==> config.mk <==
export PLATFORM = sky130hd
export DESIGN_NAME = sdma_gate
export DESIGN_NICKNAME = d
export VERILOG_FILES = /design/src/rtl/sdma_pkg.sv /design/src/rtl/sdma_seq.sv /design/src/rtl/sdma_check.sv /design/src/rtl/sdma_regs.sv /design/src/rtl/sdma_gate.sv
export SDC_FILE = /design/constraint.sdc
export NUM_CORES = 1
export LEC_CHECK = 0
export CORE_ASPECT_RATIO = 0.5
export CORE_UTILIZATION = 40
export CTS_CLUSTER_SIZE = 28
export DETAILED_ROUTE_END_ITERATION = 12
export PLACE_DENSITY = 0.72
export SETUP_SLACK_MARGIN = 0.1
export SYNTH_ARGS = -nofsm -noshare
export SYNTH_HDL_FRONTEND = slang
export SYNTH_HIERARCHICAL = 1
export SYNTH_SLANG_ARGS = --single-unit
==> constraint.sdc <==
create_clock -name clk -period 4.7 [get_ports clk]
set_input_delay 1.41 -clock clk [delete_from_list [all_inputs] [get_ports clk]]
set_output_delay 1.41 -clock clk [all_outputs]
set_load 0.1 [all_outputs]
==> src/rtl/sdma_pkg.sv <==
package sdma_pkg;
  localparam int REG_AW = 12;
  localparam logic [REG_AW-1:0] OFS_STAT = 12'h110;
  localparam logic [REG_AW-1:0] OFS_IEN  = 12'h114;
  localparam logic [REG_AW-1:0] OFS_CTRL = 12'h118;
  localparam logic [REG_AW-1:0] OFS_SET  = 12'h43C;
  localparam logic [REG_AW-1:0] OFS_SIZE = 12'h440;
  localparam logic [REG_AW-1:0] OFS_TAG  = 12'h444;
  localparam logic [REG_AW-1:0] OFS_LAST = 12'h448;

  typedef enum logic [1:0] {
    PH_IDLE  = 2'd0,
    PH_ARMED = 2'd1,
    PH_OPEN  = 2'd2
  } phase_t;
endpackage

==> src/rtl/sdma_seq.sv <==
module sdma_seq
  import sdma_pkg::*;
#(
  parameter int SIZE_W = 16,
  parameter int TAG_W  = 8,
  parameter int BE_W   = 4,
  localparam int CNT_W = $clog2(BE_W + 1)
) (
  input  logic              clk,
  input  logic              rst,
  input  logic              cmd_req,
  input  logic [SIZE_W-1:0] cmd_size,
  input  logic [TAG_W-1:0]  cmd_tag,
  input  logic              cmd_dir,
  input  logic              paused,
  input  logic              trig_clr,
  input  logic              beat_ok,
  input  logic [CNT_W-1:0]  beat_bytes,
  output phase_t            phase,
  output logic              cmd_ack,
  output logic              xfer_done,
  output logic [SIZE_W-1:0] size_q,
  output logic [TAG_W-1:0]  tag_q,
  output logic              dir_q
);
  logic [SIZE_W-1:0] remain;
  logic [SIZE_W-1:0] step;

  assign step = SIZE_W'(beat_bytes);

  always_ff @(posedge clk) begin
    if (rst) begin
      phase     <= PH_IDLE;
      cmd_ack   <= 1'b0;
      xfer_done <= 1'b0;
      size_q    <= '0;
      tag_q     <= '0;
      dir_q     <= 1'b0;
      remain    <= '0;
    end else begin
      cmd_ack   <= 1'b0;
      xfer_done <= 1'b0;
      case (phase)
        PH_IDLE: begin
          if (cmd_req && !paused) begin
            size_q  <= cmd_size;
            tag_q   <= cmd_tag;
            dir_q   <= cmd_dir;
            cmd_ack <= 1'b1;
            phase   <= PH_ARMED;
          end
        end
        PH_ARMED: begin
          if (trig_clr) begin
            remain <= size_q;
            phase  <= PH_OPEN;
          end
        end
        PH_OPEN: begin
          if (beat_ok) begin
            if (remain <= step) begin
              remain    <= '0;
              phase     <= PH_IDLE;
              xfer_done <= 1'b1;
            end else begin
              remain <= remain - step;
            end
          end
        end
        default: phase <= PH_IDLE;
      endcase
    end
  end

  p_no_trig_paused_r7: assert property (@(posedge clk) disable iff (rst)
    cmd_ack |-> $past(!paused));

  p_open_after_clear_r3: assert property (@(posedge clk) disable iff (rst)
    (phase == PH_OPEN && $past(phase) == PH_ARMED) |-> $past(trig_clr));

  p_count_down_r8: assert property (@(posedge clk) disable iff (rst)
    (phase == PH_OPEN && $past(phase) == PH_OPEN) |-> (remain <= $past(remain)));
endmodule

==> src/rtl/sdma_check.sv <==
module sdma_check
  import sdma_pkg::*;
#(
  parameter int DW   = 32,
  parameter int BE_W = DW / 8,
  localparam int CNT_W = $clog2(BE_W + 1)
) (
  input  logic             clk,
  input  logic             rst,
  input  logic             dp_valid,
  input  logic             dp_write,
  input  logic [1:0]       dp_kind,
  input  logic [BE_W-1:0]  dp_be,
  input  logic [DW-1:0]    dp_wdata,
  input  phase_t           phase,
  input  logic             dir_q,
  input  logic             err_rsp,
  output logic             beat_ok,
  output logic             set_err,
  output logic             set_pause,
  output logic [CNT_W-1:0] beat_bytes,
  output logic             dp_resp_valid,
  output logic             dp_resp_err,
  output logic             fwd_valid,
  output logic             fwd_write,
  output logic [BE_W-1:0]  fwd_be,
  output logic [DW-1:0]    fwd_wdata
);
  logic bad, early;

  always_comb begin
    beat_bytes = '0;
    for (int i = 0; i < BE_W; i++) beat_bytes = beat_bytes + CNT_W'(dp_be[i]);
  end

  assign bad   = dp_valid && ((dp_kind != 2'd0) ||
                              ((phase != PH_IDLE) && (dp_write != dir_q)));
  assign early = dp_valid && !bad && (phase != PH_OPEN);
  assign beat_ok   = dp_valid && !bad && (phase == PH_OPEN);
  assign set_err   = bad || early;
  assign set_pause = bad;

  always_ff @(posedge clk) begin
    if (rst) begin
      dp_resp_valid <= 1'b0;
      dp_resp_err   <= 1'b0;
      fwd_valid     <= 1'b0;
      fwd_write     <= 1'b0;
      fwd_be        <= '0;
      fwd_wdata     <= '0;
    end else begin
      dp_resp_valid <= dp_valid;
      dp_resp_err   <= (bad || early) && err_rsp;
      fwd_valid     <= beat_ok;
      if (beat_ok) begin
        fwd_write <= dp_write;
        fwd_be    <= dp_be;
        fwd_wdata <= dp_wdata;
      end
    end
  end

  p_reject_silent_r5: assert property (@(posedge clk) disable iff (rst)
    (dp_valid && !beat_ok) |=> !fwd_valid);

  p_accept_ok_r8: assert property (@(posedge clk) disable iff (rst)
    beat_ok |=> (dp_resp_valid && !dp_resp_err));
endmodule

==> src/rtl/sdma_regs.sv <==
module sdma_regs
  import sdma_pkg::*;
#(
  parameter int SIZE_W = 16,
  parameter int TAG_W  = 8
) (
  input  logic              clk,
  input  logic              rst,
  input  logic              reg_wr,
  input  logic              reg_rd,
  input  logic [REG_AW-1:0] reg_addr,
  input  logic [31:0]       reg_wdata,
  output logic [31:0]       reg_rdata,
  input  phase_t            phase,
  input  logic              set_err,
  input  logic              set_pause,
  input  logic              bus_err,
  input  logic [SIZE_W-1:0] size_q,
  input  logic [TAG_W-1:0]  tag_q,
  input  logic              dir_q,
  output logic              trig_clr,
  output logic              paused,
  output logic              err_rsp,
  output logic              irq
);
  logic       err_f;
  logic [1:0] ien;
  logic       last_fail, last_bus;
  logic       trig_f;
  logic       wr_stat, wr_ctrl, wr_last;

  assign trig_f  = (phase == PH_ARMED);
  assign wr_stat = reg_wr && (reg_addr == OFS_STAT);
  assign wr_ctrl = reg_wr && (reg_addr == OFS_CTRL);
  assign wr_last = reg_wr && (reg_addr == OFS_LAST);
  assign trig_clr = wr_stat && reg_wdata[0] && trig_f;

  always_ff @(posedge clk) begin
    if (rst) begin
      err_f     <= 1'b0;
      paused    <= 1'b0;
      ien       <= '0;
      err_rsp   <= 1'b1;
      last_fail <= 1'b0;
      last_bus  <= 1'b0;
      irq       <= 1'b0;
    end else begin
      if (set_err)                     err_f <= 1'b1;
      else if (wr_stat && reg_wdata[1]) err_f <= 1'b0;

      if (set_pause)                   paused <= 1'b1;
      else if (wr_ctrl && reg_wdata[0]) paused <= 1'b0;

      if (reg_wr && reg_addr == OFS_IEN) ien     <= reg_wdata[1:0];
      if (reg_wr && reg_addr == OFS_SET) err_rsp <= reg_wdata[0];

      if (bus_err && phase != PH_IDLE) begin
        last_fail <= 1'b1;
        last_bus  <= 1'b1;
      end else if (wr_last) begin
        if (reg_wdata[0]) last_fail <= 1'b0;
        if (reg_wdata[1]) last_bus  <= 1'b0;
      end

      irq <= (trig_f && ien[0]) || (err_f && ien[1]);
    end
  end

  always_ff @(posedge clk) begin
    if (rst) begin
      reg_rdata <= '0;
    end else if (reg_rd) begin
      reg_rdata <= '0;
      case (reg_addr)
        OFS_STAT: reg_rdata[1:0] <= {err_f, trig_f};
        OFS_IEN:  reg_rdata[1:0] <= ien;
        OFS_CTRL: reg_rdata[0]   <= paused;
        OFS_SET:  reg_rdata[0]   <= err_rsp;
        OFS_SIZE: reg_rdata[SIZE_W-1:0] <= size_q;
        OFS_TAG: begin
          reg_rdata[TAG_W-1:0] <= tag_q;
          reg_rdata[31]        <= dir_q;
        end
        OFS_LAST: reg_rdata[1:0] <= {last_bus, last_fail};
        default:  reg_rdata <= '0;
      endcase
    end
  end

  p_err_sticky_r4: assert property (@(posedge clk) disable iff (rst)
    set_err |=> err_f);

  p_pause_sticky_r5: assert property (@(posedge clk) disable iff (rst)
    set_pause |=> paused);

  p_idle_bus_err_r11: assert property (@(posedge clk) disable iff (rst)
    (phase == PH_IDLE && !wr_last) |=> (last_fail == $past(last_fail)));
endmodule

==> src/rtl/sdma_gate.sv <==
module sdma_gate
  import sdma_pkg::*;
#(
  parameter int DW     = 32,
  parameter int SIZE_W = 16,
  parameter int TAG_W  = 8,
  localparam int BE_W  = DW / 8,
  localparam int CNT_W = $clog2(BE_W + 1)
) (
  input  logic              clk,
  input  logic              rst,
  input  logic              reg_wr,
  input  logic              reg_rd,
  input  logic [11:0]       reg_addr,
  input  logic [31:0]       reg_wdata,
  output logic [31:0]       reg_rdata,
  input  logic              cmd_req,
  input  logic [SIZE_W-1:0] cmd_size,
  input  logic [TAG_W-1:0]  cmd_tag,
  input  logic              cmd_dir,
  output logic              cmd_ack,
  output logic              xfer_done,
  input  logic              dp_valid,
  input  logic              dp_write,
  input  logic [1:0]        dp_kind,
  input  logic [BE_W-1:0]   dp_be,
  input  logic [DW-1:0]     dp_wdata,
  output logic              dp_resp_valid,
  output logic              dp_resp_err,
  output logic              fwd_valid,
  output logic              fwd_write,
  output logic [BE_W-1:0]   fwd_be,
  output logic [DW-1:0]     fwd_wdata,
  input  logic              bus_err,
  output logic              irq
);
  phase_t            phase;
  logic              trig_clr, paused, err_rsp;
  logic              beat_ok, set_err, set_pause;
  logic [CNT_W-1:0]  beat_bytes;
  logic [SIZE_W-1:0] size_q;
  logic [TAG_W-1:0]  tag_q;
  logic              dir_q;

  sdma_seq #(.SIZE_W(SIZE_W), .TAG_W(TAG_W), .BE_W(BE_W)) u_seq (
    .clk, .rst, .cmd_req, .cmd_size, .cmd_tag, .cmd_dir,
    .paused, .trig_clr, .beat_ok, .beat_bytes,
    .phase, .cmd_ack, .xfer_done, .size_q, .tag_q, .dir_q
  );

  sdma_check #(.DW(DW), .BE_W(BE_W)) u_check (
    .clk, .rst, .dp_valid, .dp_write, .dp_kind, .dp_be, .dp_wdata,
    .phase, .dir_q, .err_rsp, .beat_ok, .set_err, .set_pause, .beat_bytes,
    .dp_resp_valid, .dp_resp_err, .fwd_valid, .fwd_write, .fwd_be, .fwd_wdata
  );

  sdma_regs #(.SIZE_W(SIZE_W), .TAG_W(TAG_W)) u_regs (
    .clk, .rst, .reg_wr, .reg_rd, .reg_addr, .reg_wdata, .reg_rdata,
    .phase, .set_err, .set_pause, .bus_err, .size_q, .tag_q, .dir_q,
    .trig_clr, .paused, .err_rsp, .irq
  );

  p_one_outcome_r8: assert property (@(posedge clk) disable iff (rst)
    !(fwd_valid && dp_resp_err));
endmodule

==> results of run 1 <==
## stage by stage
stage                     cells  TNS (ns)  instance area, µm²  power (W)  util [%]
after floorplan             628         0                5530    0.00124         -
after global placement      903     -2.88                6970    0.00137      53.7
after detailed placement    903     -3.06                6970    0.00138      53.7
after CTS                   919         0                7270    0.00213      55.9
after global routing        922         0                7370    0.00221      56.8
final                       922         0                7370    0.00212      56.8
## worst max-delay path, stage by stage
cell and delay, ns:
dlymetal6s2s_1 0.12, inv_2 0.05, fa_1 0.55, inv_2 0.05, ha_4 0.27, ha_4 0.13
inv_2 0.05, fa_2 0.39, a21o_1 0.19, a2111oi_4 0.46, a31oi_4 0.18, buf_4 0.20
clkbuf_16 0.15, a21oi_1 0.16, o32ai_1 0.10
## cell families after synthesis
family,after synthesis,synth area share [%]
DFF,110,40.2
AOI/OAI and AO/OA,118,15.2
and+or+nand+nor,255,26.8
buffers and inverters,80,8.06
adders and majority gates,7,1.87
muxes,41,7.52
xor gates and xnor gates,2,0.320
other,1,0.0685
## power by group through the flow
stage | Sequential, W | Combinational [W] | Clock, W
floorplan | 0.00103 | 0.000211 | 0
global placement | 0.000997 | 0.000375 | 0
detailed placement | 0.000998 | 0.000380 | 0
CTS | 0.000976 | 0.000381 | 0.000769
global route | 0.000980 | 0.000424 | 0.000808
finish | 0.000976 | 0.000394 | 0.000748
## path summary, 6_finish.rpt
path | start | end | slack, ns
setup / recovery | dp_be[0] | u_seq/remain[13] | 0.44
hold / removal | u_seq/tag_q[4] | u_seq/tag_q[4] | 0.46
setup reg to reg | u_seq/remain[0] | u_seq/remain[13] | 2.11
hold reg to reg | u_seq/tag_q[4] | u_seq/tag_q[4] | 0.46
## routing by layer
| layer | vias to the layer above | track usage (%) | wire length [µm] |
|---|---|---|---|
| met5 | - | 0 | 0 |
| met4 | 0 | 4.00 | 94 |
| met3 | 10 | 3.58 | 838 |
| met2 | 149 | 32.3 | 6510 |
| met1 | 2244 | 26.0 | 6300 |
| li1 | 2367 | - | - |
## cell usage in the layout, fill, tap and decap left out, drive strengths merged, types with 3 or more instances in the layout
cell           instances
nand4                  6
nor4                   5
o32ai                  8
dfxtp                110
and3                   5
a221oi                 4
nand2b                89
nor2                  28
a21o                   5
nand2                 62
a31oi                  4
dlymetal6s2s           3
o21ai                 11
buf                   21
clkbuf                10
inv                   25
nor3                   9
nor4b                  3
or3                    5
a211oi                 8
and3b                  4
nor2b                  3
a22oi                  9
ha                     5
mux2i                 40
clkdlybuf4s50        140
nand3b                 3
conb                  15
a21oi                 50
o211ai                 3
a32oi                  5
nand3                 22
clkinv                 5
## layout make-up
class                      count  area (µm²)
timing repair buffer         165        1640
multi-input combinational    438        2940
inverter                      23        86.3
sequential                   110        2200
tap                          170         213
clock buffer                   9         225
fill                        1195        5620
clock inverter                 7        67.6
## timing repair
action / 4_1_cts / 5_1_grt
setup endpoints to repair: 0 / 16
buffers inserted: 0 / 2
resized for setup: 0 / 14
## flip-flops by register name, indices dropped and copies added (netlist names), 2 cells and up
register and cells:
u_regs/reg_rdata 17, u_check/fwd_wdata 32, u_seq/remain 16, u_seq/size_q 16
u_seq/tag_q 8, u_seq/phase 2, u_regs/ien 2, u_check/fwd_be 4
==> results.sh, run 1 <==
export IMPL_hold_ws_ns=0.461
export IMPL_synthTopCellsByArea="dfxtp_1, nand2b_1, mux2i_1, a21oi_1, nand2_1"
export IMPL_worstSkewPairLatency_ns=0.35
export IMPL_viasPerCell=5.17
export IMPL_run_status="completed"
export IMPL_final_nets=869
export IMPL_yosys_warnings=6
export IMPL_totalWireLength_um=13700
export IMPL_ff2ff_path_depth=11
export IMPL_design_portCount=190
export IMPL_power_share_sequential_pct=46.1
export IMPL_synth_cells=614
export IMPL_die_height_um=84.7
export IMPL_clockPowerShare_pct=35.3
export IMPL_antenna_found_initial=0
export IMPL_clockRootBuffer="clkbuf_16"
export IMPL_leakage_nw=2.70
export IMPL_setup_ws_ns=0.436
export IMPL_grt_max_degree=116
export IMPL_worstPathArrival_ns=4.46
export IMPL_pwr_share_comb_pct=18.6
export IMPL_start_kind="input port"
export IMPL_holdBufCountCts=0
export IMPL_p_sw_share_pct=29.6
export IMPL_relSlewSlack_pct=24.2
export IMPL_synth_cell_types=67
export IMPL_synth_async_reset_ratio_pct=0
export IMPL_whs_path_depth=2
export IMPL_end_kind="register"
export IMPL_area_growth_syn_to_layout_pct=34.6
export IMPL_num_rows=29
export IMPL_tightest_slew_ns=1.13
export IMPL_hold_class="reg -> reg"
export IMPL_drt_iter0_markers=322
export IMPL_rsz0062_at_grt="false"
export IMPL_power_switching_w=0.000626
export IMPL_die_area_mm2=0.0142
export IMPL_routed_via_count=4770
export IMPL_crit_type="in -> reg"
export IMPL_maxCapViolCount=0
export IMPL_tritoncts="yes"
export IMPL_critPathRequiredTime_ns=4.90
export IMPL_finalClockSkew_ns=0.0101
export IMPL_yosysSeqAreaShare_pct=40.2
export IMPL_period_needed_ns=4.26
export IMPL_slew_viol_final=0
export IMPL_synth_top_area_share_pct=40.2
export IMPL_syn_area_mm2=0.00548
export IMPL_ant_nets=0
export IMPL_cts_made_buffers=9
export IMPL_core_mm2=0.0130
export IMPL_post_place_ws_ns=-0.245
export IMPL_power_density_mw_per_mm2=287
export IMPL_drc_errors=0
export IMPL_yosys_cell_count_top_type="dfxtp_1"
export IMPL_setup_viol=0
export IMPL_grt_first_pass_wirelength_um=22400
export IMPL_clock_sinks=110
export IMPL_grt_use_total_pct=19.3
export IMPL_routabilityCongestion=0.829
export IMPL_start_util_pct=42.2
export IMPL_clock_path_buffers=2
export IMPL_detailed_place_hpwl_um=9580
export IMPL_clkTransAtPathRegs_ns=0.08
export IMPL_cp_max_fo=6
export IMPL_cts_max_level=3
export IMPL_finalCritPeriodShare_pct=90.7
export IMPL_io_buffers=144
export IMPL_grt_pass1_vias=4583
export IMPL_n_antenna_cell=0
export IMPL_synthFlopType="dfxtp_1"
export IMPL_finalHoldViolCount=0
export IMPL_syn_avg_cell_area_um2=8.92
export IMPL_max_freq_mhz=234
export IMPL_ir_worst_vdd_mv=0.191
export IMPL_overflow=0
export IMPL_synth_common_cells="dfxtp_1, nand2b_1, nand2_1, a21oi_1, mux2i_1"
export IMPL_synth_edff_count=0
export IMPL_dr_pass1_iters=4
export IMPL_post_drt_wl_per_cell_um=14.9
export IMPL_synth_seq_cells=110
export IMPL_die_x_um=167
export IMPL_synth_top_area_cell="dfxtp_1"
export IMPL_drive_above_1_share_pct=9.04
export IMPL_p_int_w=0.00149
(Power assumes the default switching activity.)
==> inputs of run 2 (changes only) <==
--- a/config.mk
+++ b/config.mk
@@ -5,11 +5,13 @@
 export SDC_FILE = /design/constraint.sdc
 export NUM_CORES = 1
 export LEC_CHECK = 0
+export ABC_AREA = 1
 export CORE_ASPECT_RATIO = 0.5
-export CORE_UTILIZATION = 40
+export CORE_UTILIZATION = 45
+export CTS_BUF_LIST = sky130_fd_sc_hd__clkbuf_16
 export CTS_CLUSTER_SIZE = 28
 export DETAILED_ROUTE_END_ITERATION = 12
-export PLACE_DENSITY = 0.72
+export PLACE_DENSITY = 0.79
 export SETUP_SLACK_MARGIN = 0.1
 export SYNTH_ARGS = -nofsm -noshare
 export SYNTH_HDL_FRONTEND = slang
==> run 2 against run 1 <==
Effect of this change: clock power grew 1%; clock skew shrank 0.0045 ns; critical path depth grew 1; non-clock buffer count shrank 18; setup slack gained 0.11 ns; cell area shrank 1.2%; clock-buffer cell count is the same; critical endpoint is now u_seq/remain[8]; largest power group unchanged; highest routed layer unchanged.
==> results.sh, run 2 <==
export IMPL_final_cells=1117
export IMPL_synthFlopType="dfxtp_1"
export IMPL_place_area_mm2=0.00698
export IMPL_yosys_cell_count_top_type="nand2_1"
export IMPL_ff2ff_setup_slack_ns=2.45
export IMPL_drive_above_1_share_pct=6.93
export IMPL_power_density_mw_per_mm2=291
export IMPL_area_growth_syn_to_layout_pct=30.6
export IMPL_cp_slowest_cell="fa_1"
export IMPL_setup_tns_ns=0
export IMPL_crit_chain="clkdlybuf4s50_1, inv_1, fa_1, inv_1, ha_1, ha_1, inv_1, fa_1, nand2_1, nand2_2, nand2_1, nand3_4, nand2_4, inv_6, a21oi_1, nor2_1"
export IMPL_tightest_slew_ns=1.19
export IMPL_dr_pass1_iters=5
export IMPL_cts_made_buffers=9
export IMPL_synth_cell_types=38
export IMPL_final_nets=1069
export IMPL_finalHoldViolCount=0
export IMPL_worstSkewPairLatency_ns=0.35
export IMPL_slew_viol_final=0
export IMPL_slowest_delay_ns=0.54
export IMPL_drc_errors=0
export IMPL_top_regs="u_check/fwd_wdata (32), u_regs/reg_rdata (17)"
export IMPL_synth_seq_cells=110
export IMPL_multi_input_area_mm2=0.00264
export IMPL_rsz0062_at_grt="false"
export IMPL_dp_cells=1101
export IMPL_relSlewSlack_pct=20.5
export IMPL_synth_top_area_share_pct=39.5
export IMPL_io_buffers=144
export IMPL_ir_worst_vdd_mv=0.206
export IMPL_holdBufCountCts=0
export IMPL_synth_cells=820
export IMPL_ff2ff_path_depth=9
export IMPL_routed_via_count=5358
export IMPL_worstPathArrival_ns=4.40
export IMPL_end_kind="register"
export IMPL_synth_async_reset_ratio_pct=0
export IMPL_grt_use_total_pct=21.0
export IMPL_r2r_end="u_seq/remain[15]"
export IMPL_hold_start="u_seq/size_q[15]"
export IMPL_setup_viol=0
export IMPL_clockRootBuffer="clkbuf_16"
export IMPL_grt_first_pass_wirelength_um=21900
export IMPL_die_x_um=159
export IMPL_die_height_um=80.7
export IMPL_yosysSeqAreaShare_pct=39.5
export IMPL_cp_max_fo=10
export IMPL_clkTransAtPathRegs_ns=0.08
export IMPL_syn_avg_cell_area_um2=6.80
export IMPL_design_portCount=190
export IMPL_clock_sinks=110
export IMPL_n_antenna_cell=0
export IMPL_ant_nets=0
export IMPL_hold_class="reg -> reg"
export IMPL_synth_common_cells="nand2_1, nor2_1, inv_1, dfxtp_1, o21ai_0"
export IMPL_design_area_mm2=0.00728
export IMPL_totalWireLength_um=13400
export IMPL_fill_cells=1089
export IMPL_num_rows=28
export IMPL_crit_top_cell="inv_1"
export IMPL_period_needed_ns=4.16
export IMPL_synth_edff_count=0
export IMPL_detailed_place_hpwl_um=9830
export IMPL_finalClockSkew_ns=0.00567
export IMPL_leakage_nw=3.42
export IMPL_final_common_cell="nand2_1"
export IMPL_start_util_pct=46.7
export IMPL_clock_path_buffers=2
export IMPL_regArea_mm2=0.00220
export IMPL_worst_hold_path_endpoint="u_regs/reg_rdata[15]"
export IMPL_syn_area_mm2=0.00557
export IMPL_viasPerCell=4.80
export IMPL_r2r_start="u_seq/phase[0]"
export IMPL_maxCapViolCount=0
export IMPL_run_status="completed"
export IMPL_post_cts_buffers=0
export IMPL_whs_path_depth=2
export IMPL_critPathRequiredTime_ns=4.94
export IMPL_max_freq_mhz=240
export IMPL_finalCritPeriodShare_pct=88.5
export IMPL_tritoncts="yes"
export IMPL_die_area_mm2=0.0129
export IMPL_largest_reg_flops=32
export IMPL_synthTopCellsByArea="dfxtp_1, nand2_1, nor2_1, inv_1, o21ai_0"
export IMPL_ctsResizeCount=0
export IMPL_grt_pass1_vias=4841
export IMPL_cts_max_level=3
export IMPL_crit_type="in -> reg"
export IMPL_layout_common_cells="nand2_1, nor2_1, clkdlybuf4s50_1"
export IMPL_antenna_found_initial=0
export IMPL_yosys_warnings=6
export IMPL_synth_top_area_cell="dfxtp_1"
export IMPL_routabilityCongestion=0.888
export IMPL_start_kind="input port"
export IMPL_drt_iter0_markers=286
export IMPL_grt_max_degree=76
export IMPL_post_drt_wl_per_cell_um=12.0
export IMPL_core_mm2=0.0119
export IMPL_top_register="u_check/fwd_wdata"
export IMPL_overflow=0
==> run 2: critical path, delay by kind of cell <==
kind	cells	cell delay, ns
buffers and inverters	5	0.73
AO/OA/AOI/OAI	1	0.12
AND/OR/NAND/NOR	6	0.67
adder cells (fa/ha/maj)	4	1.44
==> run 2: worst max-delay path by stage <==
| stage | start | to | slack, ns | cells after the start |
|---|---|---|---|---|
| after floorplan | dp_be[0] | u_seq/remain[14] | 0.98 | 15 |
| after global placement | dp_be[0] | u_seq/remain[5] | 0.27 | 16 |
| after detailed placement | dp_be[0] | u_seq/remain[8] | 0.21 | 16 |
| after CTS | dp_be[0] | u_seq/remain[8] | 0.55 | 16 |
| after global routing | dp_be[0] | u_seq/remain[8] | 0.36 | 16 |
| final | dp_be[0] | u_seq/remain[8] | 0.54 | 16 |
==> run 2: cell families (layout without fill, tap and decap cells) <==
kind of cell | after synthesis | in the layout | share of synthesized area [%]
adders and majority gates | 7 | 7 | 1.84
DFF | 110 | 110 | 39.5
other | 1 | 15 | 0.0673
AOI/OAI and AO/OA | 126 | 126 | 12.5
and+or+nand+nor | 402 | 402 | 30.9
xor gates and xnor gates | 5 | 5 | 0.786
buffers and inverters | 169 | 287 | 14.3
==> run 2: layout make-up <==
cell class              instances  area share (%)
clock inverters                 7            1.08
repair buffers                147            20.1
multi-input cells             555            36.2
clock buffers                   9            3.09
well taps                     165            2.84
inverters                     124            6.46
flip-flops and latches        110            30.2
==> run 2: where the power goes <==
part | internal, W | switching [W] | leakage [nW]
clock network | 0.000379 | 0.000379 | 0.148
registers | 0.000963 | 0.0000226 | 0.896
logic | 0.000129 | 0.000249 | 2.38
total | 0.00147 | 0.000651 | 3.42
==> run 2: per-layer routing <==
metal / vias up / track usage, % / part of all wire (%)
li1: 2749 / - / -
met1: 2458 / 26.9 / 47
met2: 136 / 36.1 / 47
met3: 15 / 4.08 / 4.4
met4: 0 / 6.63 / 1.3
met5: - / 0 / 0
==> run 2: per-stage QoR <==
step	power [W]	utilization [%]	worst slack (ns)	hold WS [ns]
after detailed placement	0.00138	58.4	0.208	0.454
after floorplan	0.00126	-	0.978	0.437
after global placement	0.00137	58.4	0.270	0.448
after global routing	0.00221	61.0	0.362	0.490
final	0.00212	61.0	0.542	0.464
after CTS	0.00214	61.0	0.547	0.465
==> inputs of run 3 (changes only) <==
--- a/config.mk
+++ b/config.mk
@@ -6,11 +6,13 @@
 export NUM_CORES = 1
 export LEC_CHECK = 0
 export ABC_AREA = 1
+export CAP_MARGIN = 10
 export CORE_ASPECT_RATIO = 0.5
 export CORE_UTILIZATION = 45
 export CTS_BUF_LIST = sky130_fd_sc_hd__clkbuf_16
 export CTS_CLUSTER_SIZE = 28
 export DETAILED_ROUTE_END_ITERATION = 12
+export HOLD_SLACK_MARGIN = 0.1
 export PLACE_DENSITY = 0.79
 export SETUP_SLACK_MARGIN = 0.1
 export SYNTH_ARGS = -nofsm -noshare
==> results of run 3 <==
The final DEF is identical to that of run 2; final timing and power are the same.
